<file path="config.mk">
export PLATFORM = sky130hd
export DESIGN_NAME = load_guard
export DESIGN_NICKNAME = d
export VERILOG_FILES = /design/src/rtl/load_guard_pkg.sv /design/src/rtl/lg_short_chan.sv /design/src/rtl/lg_uv_timer.sv /design/src/rtl/load_guard.sv
export SDC_FILE = /design/constraint.sdc
export NUM_CORES = 1
export LEC_CHECK = 0
export ABC_AREA = 1
export ABC_CLOCK_PERIOD_IN_PS = 5900
export BUFFER_PORTS_ARGS = -buffer_cell sky130_fd_sc_hd__clkbuf_2
export CAP_MARGIN = 20
export CORE_MARGIN = 2
export CORE_UTILIZATION = 23
export DETAILED_ROUTE_END_ITERATION = 8
export SLEW_MARGIN = 40
export SYNTH_ARGS = -nofsm -noshare
export SYNTH_HDL_FRONTEND = slang
export SYNTH_SLANG_ARGS = --single-unit
export TNS_END_PERCENT = 30
</file>
<file path="constraint.sdc">
create_clock -name clk -period 5.9 [get_ports clk]
set_input_delay 0.59 -clock clk [delete_from_list [all_inputs] [get_ports clk]]
set_output_delay 0.59 -clock clk [all_outputs]
set_load 0.05 [all_outputs]
</file>
<file path="src/rtl/load_guard_pkg.sv">
// Shared constants for the load guard: fixed status field positions that
// a downstream serial shifter decodes. Assumes channel fields start at bit 1.
package load_guard_pkg;
    localparam int ST_WARN_BIT = 0;
    localparam int CH_BASE_BIT = 1;

    // Position of the first field above the channel fields.
    function automatic int above_channels(input int nch);
        return CH_BASE_BIT + nch;
    endfunction
endpackage

</file>
<file path="src/rtl/lg_short_chan.sv">
// Per-channel short-circuit timer. It counts timebase ticks while the
// overcurrent flag is held, and latches a shut-off when the selected
// delay expires or when the die is warm. The latch is cleared only by
// the status-reset pulse. Assumes tick is a single-cycle pulse.
module lg_short_chan #(
    parameter int LONG_TICKS  = 96,
    parameter int SHORT_TICKS = 12
) (
    input  logic clk,
    input  logic rst_n,
    input  logic tick,
    input  logic oc,
    input  logic warm,
    input  logic long_sel,
    input  logic clear,
    output logic shut,
    output logic trip
);
    localparam int MAXT = (LONG_TICKS > SHORT_TICKS) ? LONG_TICKS : SHORT_TICKS;
    localparam int CW   = $clog2(MAXT + 1);

    logic [CW-1:0] cnt;
    logic [CW-1:0] limit;

    // Delay currently selected by the control word.
    assign limit = long_sel ? CW'(LONG_TICKS) : CW'(SHORT_TICKS);

    // Trip event: warm die cuts at once, otherwise the final tick of the delay.
    always_comb begin
        trip = !clear && !shut && oc && (warm || (tick && ((cnt + CW'(1)) >= limit)));
    end

    // Counter and shut-off latch.
    always_ff @(posedge clk) begin
        if (!rst_n) begin
            cnt  <= '0;
            shut <= 1'b0;
        end else if (clear) begin
            cnt  <= '0;
            shut <= 1'b0;
        end else if (trip) begin
            cnt  <= '0;
            shut <= 1'b1;
        end else if (!oc || shut) begin
            cnt  <= '0;
        end else if (tick) begin
            cnt  <= cnt + CW'(1);
        end
    end

    p_cnt_range_r2: assert property (@(posedge clk) disable iff (!rst_n)
        cnt < CW'(MAXT));
    p_drop_clears_r2: assert property (@(posedge clk) disable iff (!rst_n)
        !oc |=> (cnt == '0));
    p_warm_cut_r3: assert property (@(posedge clk) disable iff (!rst_n)
        (oc && warm && !clear) |=> shut);
    p_shut_holds_r5: assert property (@(posedge clk) disable iff (!rst_n)
        (shut && !clear) |=> shut);
endmodule

</file>
<file path="src/rtl/lg_uv_timer.sv">
// Undervoltage qualification timer. It counts ticks while the supply flag
// is held and asserts expired once the delay is reached. It drops
// immediately when the flag clears. fire pulses once at expiry.
module lg_uv_timer #(
    parameter int UV_TICKS = 112
) (
    input  logic clk,
    input  logic rst_n,
    input  logic tick,
    input  logic uv,
    output logic expired,
    output logic fire
);
    localparam int CW = $clog2(UV_TICKS + 1);

    logic [CW-1:0] cnt;

    // Expiry event on the final tick of the delay.
    always_comb begin
        fire = uv && !expired && tick && ((cnt + CW'(1)) >= CW'(UV_TICKS));
    end

    // Tick counter and expired flag.
    always_ff @(posedge clk) begin
        if (!rst_n || !uv) begin
            cnt     <= '0;
            expired <= 1'b0;
        end else if (fire) begin
            cnt     <= '0;
            expired <= 1'b1;
        end else if (tick && !expired) begin
            cnt     <= cnt + CW'(1);
        end
    end

    p_uv_drop_r4: assert property (@(posedge clk) disable iff (!rst_n)
        !uv |=> !expired);
    p_fire_sets_r4: assert property (@(posedge clk) disable iff (!rst_n)
        fire |=> expired);
endmodule

</file>
<file path="src/rtl/load_guard.sv">
// Top of the load guard. It combines the per-channel short timers, the
// undervoltage timer, the thermal and supply-fail latches and the standby
// sources into the final gate enables and the status word. Assumes the
// control word is held stable and ctl_strobe marks its execution.
module load_guard #(
    parameter int SIDE_CH        = 6,
    parameter int SC_LONG_TICKS  = 96,
    parameter int SC_SHORT_TICKS = 12,
    parameter int UV_TICKS       = 112
) (
    input  logic                 clk,
    input  logic                 rst_n,
    input  logic                 tick,
    input  logic [2*SIDE_CH+3:0] ctl_word,
    input  logic                 ctl_strobe,
    input  logic [2*SIDE_CH-1:0] oc_flag,
    input  logic [2*SIDE_CH-1:0] ol_flag,
    input  logic                 uv_flag,
    input  logic                 tpw_flag,
    input  logic                 tsd_flag,
    input  logic                 inh_n,
    output logic [2*SIDE_CH-1:0] gate_en,
    output logic [2*SIDE_CH+3:0] status
);
    import load_guard_pkg::*;

    localparam int NCH    = 2 * SIDE_CH;
    localparam int B_OLDN = above_channels(NCH);
    localparam int B_DSEL = B_OLDN + 1;
    localparam int B_RUN  = B_OLDN + 2;

    logic [NCH-1:0] cmd;
    logic [NCH-1:0] shut;
    logic [NCH-1:0] trip;
    logic [NCH-1:0] ch_stat;
    logic           clear;
    logic           uv_expired;
    logic           uv_fire;
    logic           scd_q;
    logic           psf_q;
    logic           tsd_q;
    logic           standby;
    logic           bank_ok;

    assign cmd   = ctl_word[NCH:CH_BASE_BIT];
    assign clear = ctl_strobe && ctl_word[0];

    // One short-circuit timer per channel.
    for (genvar i = 0; i < NCH; i++) begin : g_chan
        lg_short_chan #(
            .LONG_TICKS  (SC_LONG_TICKS),
            .SHORT_TICKS (SC_SHORT_TICKS)
        ) u_sc (
            .clk      (clk),
            .rst_n    (rst_n),
            .tick     (tick),
            .oc       (oc_flag[i]),
            .warm     (tpw_flag),
            .long_sel (ctl_word[B_DSEL]),
            .clear    (clear),
            .shut     (shut[i]),
            .trip     (trip[i])
        );
    end

    lg_uv_timer #(.UV_TICKS(UV_TICKS)) u_uv (
        .clk     (clk),
        .rst_n   (rst_n),
        .tick    (tick),
        .uv      (uv_flag),
        .expired (uv_expired),
        .fire    (uv_fire)
    );

    // Short-detected flag: set by any trip, cleared by status reset.
    always_ff @(posedge clk) begin
        if (!rst_n || clear) scd_q <= 1'b0;
        else if (|trip)      scd_q <= 1'b1;
    end

    // Supply-fail flag: set at undervoltage expiry, cleared by status reset.
    always_ff @(posedge clk) begin
        if (!rst_n || clear) psf_q <= 1'b0;
        else if (uv_fire)    psf_q <= 1'b1;
    end

    // Thermal latch: set while shutdown is flagged, released only by reset.
    always_ff @(posedge clk) begin
        if (!rst_n)        tsd_q <= 1'b0;
        else if (tsd_flag) tsd_q <= 1'b1;
        else if (clear)    tsd_q <= 1'b0;
    end

    // Bank-wide permission from standby, supply and thermal state.
    always_comb begin
        standby = !ctl_word[B_RUN] || !inh_n;
        bank_ok = !standby && !(uv_flag && uv_expired) && !tsd_q;
        gate_en = bank_ok ? (cmd & ~shut) : '0;
    end

    // Per-channel status: gate state when commanded on, else open-load report.
    always_comb begin
        for (int i = 0; i < NCH; i++) begin
            ch_stat[i] = cmd[i] ? gate_en[i] : (!ctl_word[B_OLDN] && ol_flag[i]);
        end
    end

    // Status word assembly, all ones during thermal shutdown.
    always_comb begin
        if (tsd_q) status = '1;
        else       status = {psf_q, standby, scd_q, ch_stat, tpw_flag};
    end

    p_trip_sets_scd_r1: assert property (@(posedge clk) disable iff (!rst_n)
        (|trip) |=> status[B_OLDN]);
    p_psf_sticky_r4: assert property (@(posedge clk) disable iff (!rst_n)
        (psf_q && !clear) |=> status[B_RUN]);
    p_tsd_gates_off_r6: assert property (@(posedge clk) disable iff (!rst_n)
        tsd_flag |=> (gate_en == '0));
    p_inhibit_r8: assert property (@(posedge clk) disable iff (!rst_n)
        !inh_n |-> (gate_en == '0));
endmodule

</file>
==> qor.yml, run 1 <==
detailed_routing:
  drtIter0Drc: 294
  dr.max_layer_used: "met4"
  dr.pass1.iters: 4
  remaining_drc_errors: 0
  met2WireLength_um: 7680
  ant_nets: 0
  via_per_inst: 4.43
  wire_per_inst_um: 11.8
  route.met3.wl_um: 586
  num_vias: 6044
  m1WireLength_um: 7600
  drt-total-wl_um: 16100
cells_and_area:
  syn2layout_area_growth_pct: 16.4
  finalInstanceArea_mm2: 0.00796
  multi_input_area_mm2: 0.00416
  mostFrequentLayoutCell: "nand2_1"
  nNetsFinal: 1088
  fill_cells: 3187
  seqCellArea_mm2: 0.00214
  antennaDiodeCount: 0
  drive_above_1_share_pct: 12.3
  most-common-layout-cells: "nand2_1 (160), inv_1 (114), dfxtp_1 (107)"
  final_core_util_pct: 27.0
  layoutNonFillerInstCount: 1363
yosys:
  avgSynthCellArea_um2: 7.56
  ys_seq_elements: 107
  syn_nets: 1025
  netlist_instances: 905
  synth_cell_types: 30
  netlist_area_mm2: 0.00684
  yosys_warnings: 0
  ys_seq_area_share_pct: 31.3
worst_setup_path:
  path_class: "primary input to register"
  cp_num_cells: 15
  path_common_cell: "nand2_1"
  required_ns: 6.12
  r2r_start: "g_chan[3].u_sc.cnt[0]"
  ff2ff_path_depth: 16
  slowest_delay_ns: 0.69
  r2r_slack_ns: 3.24
  crit_start: "ctl_word[14]"
  endpoint: "scd_q"
  path_buf_inv: 3
  cp_data_arrival_time_ns: 3.28
  end_kind: "register"
  r2r-end: "scd_q"
  crit_path_cell_trace: "clkbuf_2, inv_1, buf_4, ha_1, a21oi_1, a21boi_1, nand3_1, nand2_1, nand2_1, nand2_1, nand2_1, nor2_1, nand2_1, nor2_1, nor2_1"
  start_kind: "primary input"
  slowest_stage: "inv_1"
  crit_family: "buffers and inverters"
  crit_fanout: 19
cts:
  insertion_delay_ns: 0.36
  ctsHoldBuffers: 0
  clkTransAtPathRegs_ns: 0.07
  cts_inserted_buffers: 9
  cts_tree: "built"
  cts_root_buffer: "clkbuf_16"
  h-tree-depth: 3
  cts_buffer_depth: 2
  cts.sinks: 107
  ctsResizeCount: 0
  post_cts_buffers: 0
sta:
  slew_viol_final: 0
  period_minus_slack_ns: 3.06
  hold_viol_final: 0
  relSlewSlack_pct: 48.4
  setup_violations: 0
  setup_total_negative_slack_ns: 0
  holdWs_ns: 0.439
  finalClockSkew_ns: 0.00705
  tightest_slew_ns: 0.774
  finalCritPeriodShare_pct: 51.9
  rsz0062_at_grt: "false"
  fmax_mhz: 327
global_route:
  grt_pass1_vias: 5655
  antenna_found_initial: 0
  grt_pass1_wl_um: 27100
  overflow: 0
  track_usage_pct: 10.6
  grt_max_degree: 73
power_and_ir_drop:
  irDropWorstVdd_v: 0.000133
  power.density_mw_per_mm2: 210
  p_leak_nw: 3.71
die:
  die_h_um: 176
  dieArea_mm2: 0.0311
  rows: 63
  io_pins: 76
  initial_utilization_pct: 23.2
  die_w_um: 176
  core_area_mm2: 0.0295
place:
  hpwlAfterDp_um: 11600
  post_dp_cell_area_mm2: 0.00762
  portBuffers: 75
  place_inst: 1347
  gp_congestion: 0.798
flow_run:
  max-cap-violations: 0
hold_path:
  min_from: "tsd_flag"
  worst_hold_path_type: "primary input to register"
  worst_hold_path.num_cells: 3
outcome:
  status: "completed"
-- stage by stage --
| step | power, mW | setup slack, ns |
|---|---|---|
| floorplan | 0.939 | 2.51 |
| global placement | 1.01 | 2.51 |
| detailed placement | 1.01 | 2.47 |
| CTS | 1.69 | 2.84 |
| global route | 1.75 | 2.59 |
| finish | 1.67 | 2.84 |
-- sequential cells by signal, indices dropped and copies added, names as in the netlist --
| register | count |
|---|---|
| scd_q | 1 |
| tsd_q | 1 |
| g_chan.u_sc.cnt | 84 |
| u_uv.expired | 1 |
| psf_q | 1 |
| u_uv.cnt | 7 |
| g_chan.u_sc.shut | 12 |
-- cells by family (layout without fill, tap and decap cells) --
kind of cell,Yosys count,in the layout,synth area share (%)
DFF,107,107,31.3
and+or+nand+nor,395,395,27.1
buffers and inverters,142,210,7.90
AOI/OAI and AO/OA,124,124,12.2
adders and majority gates,72,72,13.2
xor gates and xnor gates,65,65,8.32
-- report_power, final --
group | internal, mW | total (mW) | switching, mW
clock | 0.397 | 0.678 | 0.281
sequential | 0.735 | 0.751 | 0.0159
combinational | 0.0724 | 0.239 | 0.167
total | 1.20 | 1.67 | 0.464
-- Yosys cell counts (all sizes together) --
master / n / share of area (%)
nor3: 14 / 1.1
ha: 72 / 13
buf: 8 / 0.55
inv: 116 / 6.4
a21o: 3 / 0.33
nor2: 100 / 5.5
nand2: 168 / 9.5
a21boi: 7 / 0.77
a211oi: 49 / 5.4
and3: 12 / 1.1
a311o: 12 / 1.8
xnor2: 25 / 3.2
nand3b: 12 / 1.3
or3: 1 / 0.16
dfxtp: 107 / 31
nand4: 51 / 5.6
xor2: 40 / 5.1
nand3: 37 / 2.8
clkbuf: 18 / 0.99
a21oi: 53 / 4.0
-- how the worst min path moves through the flow --
stage	to	slack, ns
CTS	tsd_q	0.43
global placement	psf_q	0.45
finish	tsd_q	0.44
floorplan	psf_q	0.44
detailed placement	psf_q	0.45
global route	tsd_q	0.45
-- layer usage --
metal  GRT usage (%)  vias up
met3            2.78       17
li1                -     3167
met2            17.8       64
met4            2.62        0
met5               0        -
met1            13.6     2796
-- worst reg2reg max path, stage by stage (launching register included) --
cell      delay [ns]
dfxtp_1         0.40
ha_1            0.23
nand4_1         0.15
nor2_1          0.16
xor2_1          0.22
ha_1            0.30
a21oi_1         0.16
a21boi_1        0.18
nand3_1         0.09
nand2_1         0.09
nand2_1         0.06
nand2_1         0.10
nand2_1         0.05
nor2_1          0.12
nand2_1         0.06
nor2_1          0.10
nor2_1          0.04
-- area by class of cell --
class                   instances  share of cell area (%)
repair buffers                 78                    5.03
clock inverters                 5                    1.07
multi-input cells             656                    52.2
well taps                     390                    6.13
clock buffers                  11                    3.17
flip-flops and latches        107                    26.9
inverters                     116                    5.47
Power figures use the tool's default switching activity.
==> run 2: changes to the inputs <==
--- a/config.mk
+++ b/config.mk
@@ -6,7 +6,7 @@
 export NUM_CORES = 1
 export LEC_CHECK = 0
 export ABC_AREA = 1
-export ABC_CLOCK_PERIOD_IN_PS = 5900
+export ABC_CLOCK_PERIOD_IN_PS = 3090
 export BUFFER_PORTS_ARGS = -buffer_cell sky130_fd_sc_hd__clkbuf_2
 export CAP_MARGIN = 20
 export CORE_MARGIN = 2
==> constraint.sdc (replaced) <==
create_clock -name clk -period 3.09 [get_ports clk]
set_input_delay 0.309 -clock clk [delete_from_list [all_inputs] [get_ports clk]]
set_output_delay 0.309 -clock clk [all_outputs]
set_load 0.05 [all_outputs]
==> run 2 against run 1 <==
Effect of this change: clock-buffer cell count down 2; highest routed layer unchanged; via count down 0.33%; utilization down 0.076 points; worst setup slack worse by 2.3 ns; critical path depth up 1; sequential cell count unchanged; final area down 0.28%; total power up 82%; sequential power up 90%; sequential share of layout area up 0.076 points; worst hold slack worse by 0.26 ns; clock power up 70%.
==> qor.yml, run 2 (synthesized netlist as in run 1, its figures left out) <==
outcome:
  status: "completed"  # unchanged
detailed_routing:
  dr.pass1.iters: 6  # was 4
  via_per_inst: 4.41  # was 4.43
  remaining_drc_errors: 0  # unchanged
  num_vias: 6024  # was 6044
  dr.max_layer_used: "met4"  # unchanged
  met2WireLength_um: 7240  # was 7680 µm
  route.met3.wl_um: 488  # was 586 µm
  m1WireLength_um: 7890  # was 7600 µm
  drt-total-wl_um: 15900  # was 16100 µm
  drtIter0Drc: 314  # was 294
  wire_per_inst_um: 11.6  # was 11.8 µm
  ant_nets: 0  # unchanged
hold_path:
  worst_hold_path_type: "primary input to register"  # unchanged
  worst_hold_path.num_cells: 3  # unchanged
  min_from: "tsd_flag"  # unchanged
cells_and_area:
  seqCellArea_mm2: 0.00214  # unchanged
  antennaDiodeCount: 0  # unchanged
  layoutNonFillerInstCount: 1367  # was 1363
  multi_input_area_mm2: 0.00416  # unchanged
  syn2layout_area_growth_pct: 16.1  # was 16.4%
  largest_reg_flops: 84  # unchanged
  largestRegisters: "g_chan.u_sc.cnt: 84 flops, g_chan.u_sc.shut: 12 flops, u_uv.cnt: 7 flops"  # unchanged
  nNetsFinal: 1092  # was 1088
  mostFrequentLayoutCell: "nand2_1"  # unchanged
  drive_above_1_share_pct: 12.7  # was 12.3%
  fill_cells: 3261  # was 3187
  most-common-layout-cells: "nand2_1 (160), inv_1 (114), dfxtp_1 (107)"  # unchanged
  top_register: "g_chan.u_sc.cnt"  # unchanged
global_route:
  grt_pass1_vias: 5660  # was 5655
  grt_pass1_wl_um: 26600  # was 27100 µm
  grt_max_degree: 49  # was 73
  overflow: 0  # unchanged
  track_usage_pct: 10.3  # was 10.6%
  antenna_found_initial: 0  # unchanged
power_and_ir_drop:
  p_leak_nw: 3.71  # about the same
  power.density_mw_per_mm2: 383  # was 210 mW/mm²
  irDropWorstVdd_v: 0.000252  # was 0.000133 V
place:
  gp_congestion: 0.799  # was 0.798
  portBuffers: 75  # unchanged
  place_inst: 1351  # was 1347
  hpwlAfterDp_um: 11600  # about the same
die:
  die_w_um: 176  # unchanged
  initial_utilization_pct: 23.2  # unchanged
  core_area_mm2: 0.0295  # unchanged
  dieArea_mm2: 0.0311  # unchanged
  io_pins: 76  # unchanged
  die_h_um: 176  # unchanged
  rows: 63  # unchanged
worst_setup_path:
  slowest_delay_ns: 0.40  # was 0.69 ns
  ff2ff_path_depth: 16  # unchanged
  path_buf_inv: 0  # was 3
  r2r_start: "g_chan[3].u_sc.cnt[0]"  # unchanged
  crit_family: "simple AND/OR/NAND/NOR gates"  # was buffers and inverters
  crit_start: "g_chan[3].u_sc.cnt[0]"  # was ctl_word[14]
  path_class: "register to register"  # was primary input to register
  crit_path_cell_trace: "ha_1, nand4_1, nor2_1, xor2_1, ha_1, a21oi_1, a21boi_1, nand3_1, nand2_1, nand2_1, nand2_1, nand2_1, nor2_1, nand2_1, nor2_1, nor2_1"  # was clkbuf_2, inv_1, buf_4, ha_1, a21oi_1, a21boi_1, nand3_1, nand2_1, nand2_1, nand2_1, nand2_1, nor2_1, nand2_1, nor2_1, nor2_1
  slowest_stage: "dfxtp_1"  # was inv_1
  end_kind: "register"  # unchanged
  start_kind: "register"  # was primary input
  path_common_cell: "nand2_1"  # unchanged
  cp_data_arrival_time_ns: 2.79  # was 3.28 ns
  cp_num_cells: 16  # was 15
  crit_fanout: 4  # was 19
  required_ns: 3.33  # was 6.12 ns
cts:
  cts_root_buffer: "clkbuf_16"  # unchanged
  cts.sinks: 107  # unchanged
  clkTransAtPathRegs_ns: 0.08  # was 0.07 ns
  cts_buffer_depth: 2  # unchanged
  h-tree-depth: 3  # unchanged
  cts_inserted_buffers: 9  # unchanged
  insertion_delay_ns: 0.36  # about the same
  ctsResizeCount: 0  # unchanged
  post_cts_buffers: 0  # unchanged
  cts_tree: "built"  # unchanged
  ctsHoldBuffers: 0  # unchanged
sta:
  hold_viol_final: 0  # unchanged
  slew_viol_final: 0  # unchanged
  setup_total_negative_slack_ns: 0  # unchanged
  rsz0062_at_grt: "false"  # unchanged
  finalCritPeriodShare_pct: 82.7
  relSlewSlack_pct: 62.8  # was 48.4%
  tightest_slew_ns: 0.557  # was 0.774 ns
  setup_violations: 0  # unchanged
  finalClockSkew_ns: 0.00741  # was 0.00705 ns
  period_minus_slack_ns: 2.56
  fmax_mhz: 391
flow_run:
  max-cap-violations: 0  # unchanged
-- run 2: changes by cell type in the layout (fill, tap and decap cells not counted), sizes merged --
| cell | change |
|---|---|
| inv | +3 |
| buf | +4 |
| clkinvlp | -1 |
| clkbuf | -2 |
| bufinv | -2 |
| clkinv | +2 |
-- run 2: worst paths after layout --
check | to | slack, ns
max | scd_q | 0.53
min | tsd_q | 0.18
max reg2reg | scd_q | 0.53
min reg2reg | psf_q | 0.46
-- run 2: cell type report --
class                           count  area share, %
Tap cell                          390           6.15
Clock inverter                      7          0.757
Clock buffer                        9           2.84
Sequential cell                   107           27.0
Timing Repair Buffer               82           5.42
Multi-Input combinational cell    656           52.4
Inverter                          116           5.48
-- run 2: metrics by stage --
step | setup WS (ns) | util, % | power (mW) | hold WS, ns | cell area, µm²
global placement | 0.568 | 26.0 | 1.92 | 0.444 | 7650
floorplan | 0.236 | - | 1.79 | 0.425 | 6840
finish | 0.534 | 26.9 | 3.04 | 0.178 | 7940
CTS | 0.514 | 26.9 | 3.08 | 0.173 | 7940
global route | 0.202 | 26.9 | 3.19 | 0.180 | 7940
detailed placement | 0.518 | 26.0 | 1.93 | 0.450 | 7650
-- run 2: layer usage --
layer  vias up  global-route usage, %
met1      2768                   13.7
met4         0                   2.82
li1       3175                      -
met3        20                   2.61
met2        61                   16.6
met5         -                      0
-- run 2: worst register-to-register path, delay by kind of cell, from the launching register on --
kind                     cells  cell delay, ns
adder cells (fa/ha/maj)      2            0.53
AO/OA/AOI/OAI                2            0.30
XOR/XNOR                     1            0.21
flip-flops                   1            0.40
AND/OR/NAND/NOR             11            1.01
-- run 2: power by group --
group	switching [mW]	internal, mW
Sequential	0.0292	1.40
Clock	0.587	0.563
Combinational	0.319	0.142
Total	0.935	2.11
